==> src/rtl/vic_pkg.sv <==
`timescale 1ns/1ps
package vic_pkg;
  parameter int unsigned N_SRC  = 16;
  parameter int unsigned VEC_W  = 8;
  parameter int unsigned DATA_W = 16;
  parameter int unsigned ADDR_W = 5;

  localparam logic [ADDR_W-1:0] ADR_PEND_CLR = 5'h1C;
  localparam logic [ADDR_W-1:0] ADR_EN_CLR   = 5'h1D;
  localparam logic [ADDR_W-1:0] ADR_EN_SET   = 5'h1E;
  localparam logic [ADDR_W-1:0] ADR_VEC_LD   = 5'h1F;
endpackage

==> src/rtl/vic_sync_edge.sv <==
`timescale 1ns/1ps
module vic_sync_edge #(
  parameter int unsigned N = 16
) (
  input  logic         clk_i,
  input  logic         rst_ni,
  input  logic [N-1:0] async_i,
  output logic [N-1:0] rise_o
);
  for (genvar g = 0; g < N; g++) begin : g_bit
    logic s1_q, s2_q, s3_q;
    always_ff @(posedge clk_i or negedge rst_ni) begin
      if (!rst_ni) begin
        s1_q <= 1'b0;
        s2_q <= 1'b0;
        s3_q <= 1'b0;
      end else begin
        s1_q <= async_i[g];
        s2_q <= s1_q;
        s3_q <= s2_q;
      end
    end
    assign rise_o[g] = s2_q & ~s3_q;
  end
endmodule

==> src/rtl/vic_prio_enc.sv <==
`timescale 1ns/1ps
module vic_prio_enc #(
  parameter int unsigned N     = 16,
  parameter int unsigned IDX_W = $clog2(N)
) (
  input  logic [N-1:0]     req_i,
  output logic [IDX_W-1:0] idx_o,
  output logic             any_o
);
  // scan downward so the lowest set bit is assigned last
  always_comb begin
    idx_o = '0;
    for (int i = N - 1; i >= 0; i--) begin
      if (req_i[i]) idx_o = IDX_W'(i);
    end
  end
  assign any_o = |req_i;
endmodule

==> src/rtl/vic_vec_table.sv <==
`timescale 1ns/1ps
module vic_vec_table #(
  parameter int unsigned N     = 16,
  parameter int unsigned VEC_W = 8,
  parameter int unsigned IDX_W = $clog2(N)
) (
  input  logic             clk_i,
  input  logic             rst_ni,
  input  logic             we_i,
  input  logic [IDX_W-1:0] wsel_i,
  input  logic [VEC_W-1:0] wvec_i,
  input  logic [IDX_W-1:0] rsel_i,
  output logic [VEC_W-1:0] rvec_o
);
  logic [VEC_W-1:0] tab_q [N];

  always_ff @(posedge clk_i or negedge rst_ni) begin
    if (!rst_ni) begin
      for (int i = 0; i < N; i++) tab_q[i] <= '0;
    end else if (we_i) begin
      tab_q[wsel_i] <= wvec_i;
    end
  end

  assign rvec_o = tab_q[rsel_i];
endmodule

==> src/rtl/vic_top.sv <==
`timescale 1ns/1ps
module vic_top
  import vic_pkg::*;
#(
  parameter int unsigned N_SRC_P  = vic_pkg::N_SRC,
  parameter int unsigned VEC_W_P  = vic_pkg::VEC_W,
  parameter int unsigned DATA_W_P = vic_pkg::DATA_W
) (
  input  logic                clk_i,
  input  logic                rst_ni,
  input  logic [N_SRC_P-1:0]  src_i,
  input  logic                wr_en_i,
  input  logic [ADDR_W-1:0]   wr_addr_i,
  input  logic [DATA_W_P-1:0] wr_data_i,
  input  logic                ack_i,
  output logic                irq_o,
  output logic [VEC_W_P-1:0]  vec_o,
  output logic                vec_oe_o
);
  localparam int unsigned IDX_W = $clog2(N_SRC_P);

  logic [N_SRC_P-1:0] rise, pending_q, pending_d, en_q, active;
  logic [N_SRC_P-1:0] sw_clr, ack_clr;
  logic [IDX_W-1:0]   win_idx, win_q;
  logic               win_any, hit_q, ack_q, irq_q;
  logic [VEC_W_P-1:0] win_vec, vec_q;
  logic               wr_pclr, wr_eclr, wr_eset, wr_vec;
  logic               ack_rise, ack_fall;

  assign wr_pclr = wr_en_i && (wr_addr_i == ADR_PEND_CLR);
  assign wr_eclr = wr_en_i && (wr_addr_i == ADR_EN_CLR);
  assign wr_eset = wr_en_i && (wr_addr_i == ADR_EN_SET);
  assign wr_vec  = wr_en_i && (wr_addr_i == ADR_VEC_LD);

  vic_sync_edge #(.N(N_SRC_P)) i_sync (
    .clk_i  (clk_i),
    .rst_ni (rst_ni),
    .async_i(src_i),
    .rise_o (rise)
  );

  assign active = pending_q & en_q;

  vic_prio_enc #(.N(N_SRC_P), .IDX_W(IDX_W)) i_prio (
    .req_i(active),
    .idx_o(win_idx),
    .any_o(win_any)
  );

  vic_vec_table #(.N(N_SRC_P), .VEC_W(VEC_W_P), .IDX_W(IDX_W)) i_tab (
    .clk_i (clk_i),
    .rst_ni(rst_ni),
    .we_i  (wr_vec),
    .wsel_i(wr_data_i[VEC_W_P +: IDX_W]),
    .wvec_i(wr_data_i[VEC_W_P-1:0]),
    .rsel_i(win_idx),
    .rvec_o(win_vec)
  );

  assign ack_rise = ack_i & ~ack_q;
  assign ack_fall = ~ack_i & ack_q;

  assign sw_clr = wr_pclr ? wr_data_i[N_SRC_P-1:0] : '0;

  always_comb begin
    ack_clr = '0;
    if (ack_fall && hit_q) ack_clr[win_q] = 1'b1;
  end

  // a fresh edge beats a coincident clear
  assign pending_d = (pending_q & ~(sw_clr | ack_clr)) | rise;

  always_ff @(posedge clk_i or negedge rst_ni) begin
    if (!rst_ni) begin
      pending_q <= '0;
      en_q      <= '0;
      irq_q     <= 1'b0;
    end else begin
      pending_q <= pending_d;
      irq_q     <= |active;
      if (wr_eclr)      en_q <= en_q & ~wr_data_i[N_SRC_P-1:0];
      else if (wr_eset) en_q <= en_q |  wr_data_i[N_SRC_P-1:0];
    end
  end

  always_ff @(posedge clk_i or negedge rst_ni) begin
    if (!rst_ni) begin
      ack_q <= 1'b0;
      win_q <= '0;
      hit_q <= 1'b0;
      vec_q <= '0;
    end else begin
      ack_q <= ack_i;
      if (ack_rise) begin
        win_q <= win_idx;
        hit_q <= win_any;
        vec_q <= win_any ? win_vec : '0;
      end
    end
  end

  assign irq_o    = irq_q;
  assign vec_oe_o = ack_q;
  assign vec_o    = ack_q ? vec_q : '0;
endmodule

==> config.mk <==
export PLATFORM = sky130hd
export DESIGN_NAME = vic_top
export DESIGN_NICKNAME = d
export VERILOG_FILES = /design/src/rtl/vic_pkg.sv /design/src/rtl/vic_sync_edge.sv /design/src/rtl/vic_prio_enc.sv /design/src/rtl/vic_vec_table.sv /design/src/rtl/vic_top.sv
export SDC_FILE = /design/constraint.sdc
export NUM_CORES = 1
export LEC_CHECK = 0
export BUFFER_PORTS_ARGS = -buffer_cell sky130_fd_sc_hd__buf_2
export CORE_MARGIN = 4
export CORE_UTILIZATION = 41
export DETAILED_ROUTE_END_ITERATION = 8
export GPL_TIMING_DRIVEN = 0
export PLACE_DENSITY = 0.54
export SYNTH_ARGS = -nofsm -noshare
export SYNTH_HDL_FRONTEND = slang
export SYNTH_SLANG_ARGS = --single-unit
==> constraint.sdc <==
create_clock -name clk_i -period 2.9 [get_ports clk_i]
set_clock_uncertainty 0.05 [all_clocks]
set_input_delay 0.58 -clock clk_i [delete_from_list [all_inputs] [get_ports clk_i]]
set_output_delay 0.58 -clock clk_i [all_outputs]
set_load 0.05 [all_outputs]
# Word-level counts from Yosys, hierarchy flattened

Index checks and enable logic that the tools add are counted.

Register bits after elaboration: 223
Logic and storage cells: 165
Output and inout bits: 10

Bitwise logic cells: 46
Magnitude comparators: 5
Eq/ne operators: 4
Reduce and logical (&&, ||, !) cells: 9
Muxes and demuxes: 30

Operators with widths:

| kind               | count |
|---|---|
| $bwmux 128         | 1 |
| $mux 16            | 4 |
| $mux 4             | 16 |
| $and 16x16->16     | 3 |
| $or 16x16->16      | 3 |
| $mux 8             | 5 |
| $bmux 8 s4         | 1 |
| $demux 8 s4        | 1 |
| $not 16->16        | 2 |
| $eq 5x5->1 const B | 4 |
| $and 1x1->1        | 18 |
| $not 1->1          | 18 |
| $reduce_or 16->1   | 1 |
| $ge 5x5->1 const B | 2 |
| $not 4->5          | 2 |
| $logic_and 1x1->1  | 7 |
| $lt 4x5->1 const B | 1 |
| $lt 5x1->1 const B | 1 |
| $demux 1 s4        | 1 |
| $ge 4x1->1 const B | 1 |
| $reduce_bool 2->1  | 1 |
| $mux 1             | 1 |

# Logic depth before layout (Yosys ltp)

Depth in word-level cells: 22
Depth in mapped cells: 9

# Cells and area by module

Synthesis repeated with hierarchy kept, for this count alone.

Cells, all modules: 677
Area, all modules: 9,688.0 um^2

By module, submodules not included:

| module        | cells each | instances | area each (um^2) | seq. area each (um^2) |
|---|---|---|---|---|
| vic_vec_table | 365        | 1         | 5,915.7          | 3,203.1 |
| vic_top       | 214        | 1         | 2,174.6          | 1,176.1 |
| vic_sync_edge | 64         | 1         | 1,421.4          | 1,201.2 |
| vic_prio_enc  | 34         | 1         | 176.4            | 0.0 |

# Least setup slack after synthesis

No wires, ideal clock.

Path kind: input port to flip-flop
Start point: in wr_addr_i[3]
End point: reg i_tab.tab_q[24] (netlist bit)
Path buffers: 1
Slack: 589 ps
Library setup time: 125 ps
Stages: 6
Arrival: 2,136 ps
Required time: 2,725 ps
Path through: and4_1 and3_1 or3b_1 clkbuf_1 nor2_2 mux2_2

Longest elaborated chain between the ends: 2

RTL lines:

| what                            | line                | source |
|---|---|---|
| from (decl)                     | vic_top.sv:13       | `input logic [ADDR_W-1:0] wr_addr_i,` |
| $eq 5x5->1                      | vic_top.sv:33       | `assign wr_vec = wr_en_i && (wr_addr_i == ADR_VEC_LD);` |
| $logic_and 1x1->1               | vic_top.sv:33       |  |
| to (signal, indexed assignment) | vic_vec_table.sv:21 | `tab_q[wsel_i] <= wvec_i;` |
| to (decl)                       | vic_vec_table.sv:15 | `logic [VEC_W-1:0] tab_q [N];` |

No other way between the ends.
A chain may end at the register's enable or synchronous reset.

==> results.cfg <==
[status]
status = finished, final reports clean

[clock_tree]
path_clk_slew_ns = 0.06
cts_tree = built
cts_sinks = 223
cts-root-buf = clkbuf_16
htree_levels = 1
cts_setup_buffers = 0
hold_buffers = 0
ctsResizeCount = 0
clock_latency_ns = 0.52
numCtsBuffers = 26
cts_buffer_depth = 3

[floorplanning]
ios = 51
die_h_um = 161
start_util_pct = 42.0
die_area_um2 = 25900
rows = 55
die_x_um = 161
core-area_um2 = 22800

[synthesis]
syn_area_per_cell_um2 = 12.8
ys.flop_type = dfrtp_1
synth-edff-count = 0
ys_types = 51
seq_area_frac_synth_pct = 58.2
synthCells = 747
async_reset_ff_share_pct = 100
ys_warn_count = 0
syn-cell-area_um2 = 9590
synth_nets = 788
ys_seq_elements = 223

[global_routing]
gr-usage-met2_pct = 32.5
gr-usage-met1_pct = 25.9
grt.busiest_layer = met2
grt_max_degree = 114
grt_pass1_vias = 6797
grt_pass1_wl_mm = 39.8
grt.overflow.total = 0
track_usage_pct = 19.7
grtUsageMet3_pct = 3.21
antenna_found_initial = 0

[sta]
hold_viol = 0
setup_ws_ns = 0.155
tightest_slew_ns = 1.00
finalMaxSlewViolations = 0
fmax_mhz = 364
rsz0062_at_grt = no
setup_violations = 0
holdWs_ns = 0.0479
period_share_pct = 94.6
min_period_ns = 2.74
fin_setup_tns_ns = 0
slew_headroom_pct = 32.7

[finish]
layout_common_cells = 223 x dfrtp_1, 145 x mux2_2, 47 x nand2_1, 41 x buf_2, 33 x nor2_1
n_antenna_cell = 0
fin_nets = 858
final_common_cell = dfrtp_1
drive_gt1_share_pct = 30.1
area_growth_pct = 15.3
postLayoutCellArea_um2 = 11100

[drt]
dr.pass1.iters = 7
num_vias = 6398
drt-initial-drc-count = 413
vias_per_cell = 5.57
ant_nets = 0
wire_per_inst_um = 21.9
route.detailed.drc = 0
wl_mm = 25.2

[worst_setup_path]
critPathSlowestCell = a222oi_1
r2r_end = vec_q[5]
cp.depth = 7
crit_family = compound AO/OA/AOI/OAI gates
cpPeakStageDelay_ns = 0.46
critPathRequiredTime_ns = 3.28
reg2reg_depth = 7
start_kind = flip-flop
path_cells = a222oi_1, o21ai_2, nand2_1, clkbuf_1, a221oi_1, a211o_1, o31ai_2
ff2ff_setup_slack_ns = 0.16
path_max_fanout = 10
crit_arrival_ns = 3.12
crit_type = reg2reg
end_kind = flip-flop
path_buf_inv = 1

[hold_path]
holdCritPathClass = in2async

[place]
post-dp-hpwl_mm = 17.8
preCtsSetupSlack_ns = 0.0360
finalWeightedCongestion = 0.830
postPlaceCellArea_um2 = 10200
port_buffers = 41

[job]
drv_cap = 0

[pwr]
power_density_nw_per_um2 = 750
p_leak_nw = 5.29
p_total_mw = 8.29
peakVddDrop_mv = 0.431
power breakdown:
part           switching (mW)  leakage (nW)  internal [mW]  total, mW
Combinational            1.13          2.02          0.618       1.74
Clock                    1.25         0.398           1.80       3.05
Sequential              0.164          2.87           3.33       3.50
cell families after synthesis:
| group | Yosys count | share of synthesized area, % |
|---|---|---|
| flip-flops | 223 | 58.2 |
| multiplexers | 169 | 19.5 |
| AO/OA/AOI/OAI | 150 | 11.8 |
| AND/OR/NAND/NOR | 147 | 7.80 |
| buffers and inverters | 58 | 2.67 |
through the flow:
step	util [%]	cells
final	48.4	1148
after CTS	48.3	1148
after detailed placement	44.7	1102
after global placement	44.6	1101
after global routing	48.4	1148
after floorplan	-	747
how the worst max path moves through the flow:
stage,startpoint,to,slack (ns)
after global placement,rst_ni,i_sync.g_bit[3].s1_q,-2.52
after floorplan,wr_addr_i[3],i_tab.tab_q[24],0.59
after detailed placement,pending_q[2],vec_q[4],0.04
after global routing,flip-flop,vec_q[5],0.007
final,flip-flop,vec_q[5],0.16
after CTS,pending_q[2],vec_q[4],0.02
routing by layer:
metal / wire length (um) / part of all wire, %
met1: 10900 / 43
met2: 12000 / 48
met3: 1030 / 4.1
met4: 1220 / 4.8
met5: 0 / 0
cell type report:
class | count | area [um2]
multi-input cells | 466 | 3770
clock buffers | 35 | 746
well taps | 313 | 392
fillers | 2070 | 11800
plain buffers | 40 | 189
clock inverters | 11 | 66.3
repair buffers | 42 | 243
inverters | 18 | 67.6
flip-flops and latches | 223 | 5580
cells in the mapped netlist (4+ instances only):
| library cell | number | area (um2) |
|---|---|---|
| nor3_1 | 6 | 30.0 |
| nand3_1 | 4 | 20.0 |
| o2bb2ai_1 | 8 | 70.1 |
| o21ai_0 | 18 | 90.1 |
| a22o_1 | 9 | 78.8 |
| nand2_1 | 47 | 176 |
| dfrtp_1 | 223 | 5580 |
| mux2i_1 | 24 | 240 |
| buf_1 | 7 | 26.3 |
| nor2_1 | 33 | 124 |
| a221oi_1 | 23 | 201 |
| a211o_1 | 9 | 78.8 |
| mux2_2 | 145 | 1630 |
| nand2b_1 | 4 | 25.0 |
| inv_1 | 18 | 67.6 |
| a21oi_1 | 32 | 160 |
| a2111o_1 | 8 | 90.1 |
| clkbuf_1 | 27 | 101 |
| a22oi_1 | 17 | 128 |
| o31ai_1 | 7 | 52.6 |
| and2_1 | 31 | 194 |
| a32oi_1 | 4 | 35.0 |
flip-flops by register name (all words and copies together) (netlist names), named ones only:
signal and count:
i_sync.g_bit.s1_q 16, irq_o 1, vec_q 8, pending_q 16, i_sync.g_bit.s2_q 16, vec_oe_o 1, i_tab.tab_q 128, i_sync.g_bit.s3_q 16
win_q 4, hit_q 1
worst reg2reg max path: cells and delay by family (launching register included):
kind	cells	cell delay (ns)
compound gates	5	1.50
flops	1	0.43
buf+inv	1	0.46
simple gates	1	0.22
No activity file was read; power rests on OpenSTA's default activity.
